`src/rtl/cfg_lock_pkg.sv`:
```
// Package: constants and the word layout of the lockable configuration register.
// Assumes a 32-bit word. Masks and bit positions are fixed by the field layout.
package cfg_lock_pkg;
    localparam int CFG_W    = 32;
    localparam int LOCK_W   = 2;
    localparam int PSC_LSB  = 24;
    localparam int PSC_W    = 5;
    localparam int PSC_MAX  = 20;
    localparam int WAKE_BIT = 7;
    localparam logic [CFG_W-1:0] CFG_RST  = 32'h1F00_403B;
    localparam logic [CFG_W-1:0] RW_MASK  = 32'hFFFF_FF64;
    localparam logic [CFG_W-1:0] RSV_MASK = 32'h0000_001B;
    localparam logic [CFG_W-1:0] RSV_VAL  = CFG_RST & RSV_MASK;

    typedef struct packed {
        logic       can1;
        logic       refclk;
        logic       ddr;
        logic [4:0] psc;
        logic [7:0] trim;
        logic       cache;
        logic       rst_sel;
        logic [2:0] ser;
        logic       qdir;
        logic [1:0] cmp;
        logic       wake;
        logic       lc;
        logic       trace;
        logic [1:0] rsv_hi;
        logic       can0;
        logic [1:0] rsv_lo;
    } cfg_word_t;
endpackage

```
`src/rtl/cfg_boot_gate.sv`:
```
// Boot gate: opens a single-use pre-boot window. It reports the strobe that
// falls in the window, and whether that strobe carries a trusted word.
// Assumes flags are valid in the strobe cycle.
module cfg_boot_gate (
    input  logic clk,
    input  logic rst_n,
    input  logic boot_stb,
    input  logic boot_fail,
    input  logic boot_blank,
    input  logic boot_info_vld,
    output logic win_hit,
    output logic load_en
);
    logic done_q;

    // Mark the window as used once any strobe has arrived.
    always_ff @(posedge clk) begin
        if (!rst_n)        done_q <= 1'b0;
        else if (boot_stb) done_q <= 1'b1;
    end

    // Qualify the window strobe with the trust flags.
    always_comb begin
        win_hit = boot_stb && !done_q;
        load_en = win_hit && !boot_fail && !boot_blank && !boot_info_vld;
    end

    p_single_load_r4: assert property (@(posedge clk) disable iff (!rst_n)
        load_en |=> !load_en);
endmodule

```
`src/rtl/cfg_wake_pulse.sv`:
```
// Wake pulse generator: one registered cycle-wide pulse per triggering write.
// Assumes the trigger is already qualified by the bus write enable.
module cfg_wake_pulse (
    input  logic clk,
    input  logic rst_n,
    input  logic trig,
    output logic pulse
);
    // Register the trigger into a single-cycle pulse.
    always_ff @(posedge clk) begin
        if (!rst_n) pulse <= 1'b0;
        else        pulse <= trig;
    end

    p_lone_pulse_r9: assert property (@(posedge clk) disable iff (!rst_n)
        !trig |=> !pulse);
endmodule

```
`src/rtl/cfg_psc_decode.sv`:
```
// Postscale decoder: turns a code into a one-hot power-of-two ratio. Codes
// above MAX_EXP saturate to the top ratio. The clock and reset serve only the checks.
module cfg_psc_decode #(
    parameter int SEL_W   = 5,
    parameter int MAX_EXP = 20
) (
    input  logic               clk,
    input  logic               rst_n,
    input  logic [SEL_W-1:0]   sel,
    output logic [MAX_EXP:0]   ratio
);
    // One comparator per ratio bit. The top bit also absorbs out-of-range codes.
    for (genvar i = 0; i <= MAX_EXP; i++) begin : g_bit
        if (i == MAX_EXP) begin : g_top
            assign ratio[i] = (32'(sel) >= MAX_EXP);
        end else begin : g_mid
            assign ratio[i] = (32'(sel) == i);
        end
    end

    p_ratio_onehot_r11: assert property (@(posedge clk) disable iff (!rst_n)
        $onehot(ratio));
endmodule

```
`src/rtl/cfg_lock_reg.sv`:
```
// Top: lockable boot-loaded configuration register. It stores the writable bits,
// applies the boot-window load, gates bus writes by the lock value, and
// drives the decoded fields and the wake pulse. Assumes a single clock domain.
module cfg_lock_reg
    import cfg_lock_pkg::*;
(
    input  logic                  clk,
    input  logic                  rst_n,
    input  logic                  boot_stb,
    input  logic [CFG_W-1:0]      boot_word,
    input  logic                  boot_fail,
    input  logic                  boot_blank,
    input  logic                  boot_info_vld,
    input  logic                  bus_we,
    input  logic [CFG_W-1:0]      bus_wdata,
    output logic [CFG_W-1:0]      bus_rdata,
    input  logic [LOCK_W-1:0]     lock_lvl,
    output logic                  can1_pin_en,
    output logic                  refclk_en,
    output logic                  qspi_ddr_clk_en,
    output logic [PSC_W-1:0]      wdt_sleep_sel,
    output logic [PSC_MAX:0]      wdt_sleep_ratio,
    output logic [7:0]            usb_trim,
    output logic                  qspi_cache_en,
    output logic                  rst_handling_sel,
    output logic [2:0]            serial_direct_en,
    output logic                  qspi_direct_en,
    output logic [1:0]            cmp_oe,
    output logic                  logic_cell_oe,
    output logic                  trace_en,
    output logic                  can0_pin_en,
    output logic                  wake_pulse
);
    logic            win_hit;
    logic            load_en;
    logic            wr_ok;
    logic [CFG_W-1:0] cfg_q;
    cfg_word_t       f;

    cfg_boot_gate u_gate (
        .clk           (clk),
        .rst_n         (rst_n),
        .boot_stb      (boot_stb),
        .boot_fail     (boot_fail),
        .boot_blank    (boot_blank),
        .boot_info_vld (boot_info_vld),
        .win_hit       (win_hit),
        .load_en       (load_en)
    );

    // The window strobe blocks bus writes, and only lock 00 lets a write in.
    assign wr_ok = bus_we && (lock_lvl == '0) && !win_hit;

    // Register update: boot load first, then a permitted bus write. Reserved bits stay constant.
    always_ff @(posedge clk) begin
        if (!rst_n)       cfg_q <= CFG_RST;
        else if (load_en) cfg_q <= (boot_word & RW_MASK) | RSV_VAL;
        else if (wr_ok)   cfg_q <= (bus_wdata & RW_MASK) | RSV_VAL;
    end

    cfg_wake_pulse u_wake (
        .clk   (clk),
        .rst_n (rst_n),
        .trig  (bus_we && bus_wdata[WAKE_BIT]),
        .pulse (wake_pulse)
    );

    cfg_psc_decode #(.SEL_W(PSC_W), .MAX_EXP(PSC_MAX)) u_psc (
        .clk   (clk),
        .rst_n (rst_n),
        .sel   (cfg_q[PSC_LSB +: PSC_W]),
        .ratio (wdt_sleep_ratio)
    );

    // Field fan-out from the stored word.
    always_comb begin
        f                = cfg_word_t'(cfg_q);
        bus_rdata        = cfg_q;
        can1_pin_en      = f.can1;
        refclk_en        = f.refclk;
        qspi_ddr_clk_en  = f.ddr;
        wdt_sleep_sel    = f.psc;
        usb_trim         = f.trim;
        qspi_cache_en    = f.cache;
        rst_handling_sel = f.rst_sel;
        serial_direct_en = f.ser;
        qspi_direct_en   = f.qdir;
        cmp_oe           = f.cmp;
        logic_cell_oe    = f.lc;
        trace_en         = f.trace;
        can0_pin_en      = f.can0;
    end

    p_untrusted_keep_r3: assert property (@(posedge clk) disable iff (!rst_n)
        (win_hit && (boot_fail || boot_blank || boot_info_vld)) |=> $stable(bus_rdata));
    p_lock_hold_r8: assert property (@(posedge clk) disable iff (!rst_n)
        (bus_we && lock_lvl != 2'b00 && !boot_stb) |=> $stable(bus_rdata));
    p_boot_wins_r10: assert property (@(posedge clk) disable iff (!rst_n)
        load_en |=> bus_rdata[31:8] == $past(boot_word[31:8]));
    p_read_zero_r5: assert property (@(posedge clk) disable iff (!rst_n)
        bus_rdata[WAKE_BIT] == 1'b0);
    p_reserved_r6: assert property (@(posedge clk) disable iff (!rst_n)
        (bus_rdata & RSV_MASK) == RSV_VAL);
    p_wake_any_lock_r9: assert property (@(posedge clk) disable iff (!rst_n)
        (bus_we && bus_wdata[WAKE_BIT]) |=> wake_pulse);
endmodule

```
`config.mk`:
```
export PLATFORM = sky130hd
export DESIGN_NAME = cfg_lock_reg
export DESIGN_NICKNAME = d
export VERILOG_FILES = /design/src/rtl/cfg_lock_pkg.sv /design/src/rtl/cfg_boot_gate.sv /design/src/rtl/cfg_wake_pulse.sv /design/src/rtl/cfg_psc_decode.sv /design/src/rtl/cfg_lock_reg.sv
export SDC_FILE = /design/constraint.sdc
export NUM_CORES = 1
export LEC_CHECK = 0
export BUFFER_PORTS_ARGS = -buffer_cell sky130_fd_sc_hd__buf_2
export CORE_MARGIN = 2
export CORE_UTILIZATION = 30
export DETAILED_ROUTE_END_ITERATION = 7
export PLACE_DENSITY = 0.73
export SYNTH_ARGS = -nofsm -noshare
export SYNTH_HDL_FRONTEND = slang
export SYNTH_SLANG_ARGS = --single-unit
```
`constraint.sdc`:
```
create_clock -name clk -period 4.4 [get_ports clk]
set_clock_uncertainty 0.2 [all_clocks]
set_input_delay 0.88 -clock clk [delete_from_list [all_inputs] [get_ports clk]]
set_output_delay 0.88 -clock clk [all_outputs]
set_load 0.01 [all_outputs]
```
==> impl_results.md <==
- Outcome: finished clean
- Syn Area/Cell: 8.063 sq um
- Setup WS post-layout: 1775 ps
- Worst-Skew Late Latency: 270 ps
- Hold_buf cts: 0
- Yosys top cell area share: 31.04%
- Fin crit period: 2625 ps
- Buffers & Inverters on Critical Path: 1
- Unrepaired setup endpoints after global routing: no
- Internal reg-to-reg setup slack: 2340 ps
- Sequential cell area in the final layout: 580.6 sq um
- Mapped cell area: 1871 sq um
- Final hold slack: 284.1 ps
- Worst hold path cell count: 1
- Yosys warns: 0
- Maximum buffer depth of the clock tree: 2
- DR WL/cell: 14.17 microns
- Vias in the first global route: 1,893
- Share of cells above drive strength 1: 48.48%
- Multi-input gate area: 952.2 sq um
- Min-Delay Startpoint: u_gate.done_q
- Slowest stage delay, CP: 520 ps
- WS Path Type: reg2out
- Min-Delay Path Class: reg2reg
- Die Y: 82.96 microns
- Port buffer count: 139
- Slew Limit Fails: 0
- Post-CTS Resized: 0
- DP Area: 2337 sq um
- Ratio of final minimum period to clock period: 59.67%
- Post CTS Setup Buffer Count: 0
- Highest Clock Rate: 380.9 MHz
- Initial antenna violation count: 0
- Starting density of the core: 31.22%
- Gr usage total: 15.97%
- Post-route cell area: 2439 sq um
- Largest net degree at the start of global routing: 56
- RR Endpoint: bus_rdata[23]
- Diode count: 0
- Fin util: 40.71%
- Power per standard cell area: 283.4 nW/um^2
- DIE WIDTH: 82.96 microns
- Commonest cells after routing, fill and taps aside: buf_2 (139), dfxtp_1 (29), nand3_1 (20), o31ai_1 (20), a31oi_1 (20)
- Seq/Total Area, Yosys: 31.04%
- WP data arrival: 1550 ps
- Synth area leaders: dfxtp_1 (31%), buf_4 (13%), o31ai_1 (8.0%), a31oi_1 (6.7%), o211ai_1 (5.6%)
- Final Total Pwr: 0.6910 mW
- Max IR drop VDD: 0.0001169 V
- Final Setup Violations: 0
- TritonCTS buffer count: 5
- GPL Wtd Cong: 0.7673
- 1st-iter DRT viols: 86
- DP HPWL: 3911 microns
- R2r startpoint: u_gate.done_q
- Reg2Reg Depth: 3
- Register bit total from synthesis: 29
- IO Pins: 154
- Routed vias/inst: 5.081
- Fin nets: 402
- Worst-Margin Slew: 1201 ps
- CP Capture Type: primary output
- CTS tree: yes
- Leak pwr: 1.177 nW
- Clock sink count: 29
- Final hold violation count: 0
- Dpl cells: 397
- First-pass DRT Iterations: 4
- Layout Cells excl Fill: 405
- CP Launch Type: register
- Area delta synth->final: 30.37%
- Crit-path cells: or3b_2 > nor3_1 > buf_2
- Clk Tree Root Cell: clkbuf_8
- GRT overflow: 0
- Clock input transition at the sequential cells of the worst setup and hold paths: 60 ps
- Crit-path slowest cell: or3b_2
- Unique masters post-synth: 27
- Cells after Synth: 232
- FP Rows: 28
- Die ar.: 6882 sq um
- Setup TNS: 0 ps
- WL final: 5739 microns
- Cell family with most CP delay: simple AND/OR/NAND/NOR gates
- Commonest non-fill, non-tap cell in the layout: buf_2
- Crit path max fanout: 9
- Hold EP: u_gate.done_q
- Worst Setup Slack post-DPL: 1660 ps
- H-tree depth: 2
- Fillers: 635
- Routed Antenna Nets: 0
- Max-cap violations: 0
- Post-route DRC: 0
- Vias: 2,058
- First-pass GRT wire length: 9128 microns
- Worst EP required: 3320 ps
- Cell taking the most area after synthesis: dfxtp_1
- Core region area: 5991 sq um
- Max_slew headroom: 19.87%
metal layers:
| layer | GRT usage, % | vias to the layer above | part of all wire [%] |
|---|---|---|---|
| li1 | - | 1018 | - |
| met1 | 18.75 | 948 | 44 |
| met2 | 28.45 | 90 | 49 |
| met3 | 4.871 | 2 | 6.4 |
| met4 | 3.577 | 0 | 0.44 |
| met5 | 0 | - | 0 |
worst max path at each step:
stage             startpoint            endpoint  depth (start not counted)
2_1_floorplan  bus_rdata[27]  wdt_sleep_ratio[8]                          2
3_5_place_dp          bus_we       bus_rdata[16]                          4
4_1_cts        bus_rdata[27]  wdt_sleep_ratio[8]                          3
6_report       bus_rdata[27]  wdt_sleep_ratio[8]                          3
3_3_place_gp          bus_we       bus_rdata[29]                          4
5_1_grt        bus_rdata[27]  wdt_sleep_ratio[8]                          3
area by class of cell:
| class | count | area share, % |
|---|---|---|
| multi-input cells | 152 | 39.05 |
| repair buffers | 141 | 29.14 |
| flip-flops and latches | 29 | 23.81 |
| clock buffers | 7 | 3.951 |
| well taps | 75 | 3.848 |
| clock inverters | 1 | 0.2052 |
Yosys cell counts:
cell type / instances
and3_1: 1
buf_4: 32
o31ai_1: 20
clkbuf_1: 14
or3b_2: 1
a31oi_1: 20
nor2_1: 17
o21ai_0: 17
nor3b_4: 1
nand2_1: 3
o211ai_1: 14
o21a_1: 1
dfxtp_1: 29
nor3_1: 5
nand2b_1: 3
mux2i_1: 7
conb_1: 2
nor2b_1: 2
o21ai_1: 3
or3_1: 2
nand3_1: 20
buf_6: 3
or4b_2: 7
or2_4: 1
nand3b_1: 1
or3b_1: 1
buf_2: 5
flip-flops by register name, indices dropped and copies added (netlist names):
| signal | cells |
|---|---|
| u_wake.pulse | 1 |
| u_gate.done_q | 1 |
| bus_rdata | 27 |
cells by family after synthesis:
family                 count (synthesis)  synth area share, %
flip-flops                            29                31.04
other                                  2               0.4015
buffers and inverters                 54                18.80
AND/OR/NAND/NOR                       65                19.93
multiplexers                           7                3.746
AO/OA/AOI/OAI                         75                26.09
where the power goes:
group / switching [mW] / internal [mW] / leakage (nW)
Sequential: 0.0175 / 0.278 / 0.238
Clock: 0.101 / 0.141 / 0.0542
Combinational: 0.0859 / 0.0677 / 0.886
Note: power is estimated with default switching activity, not from simulation.
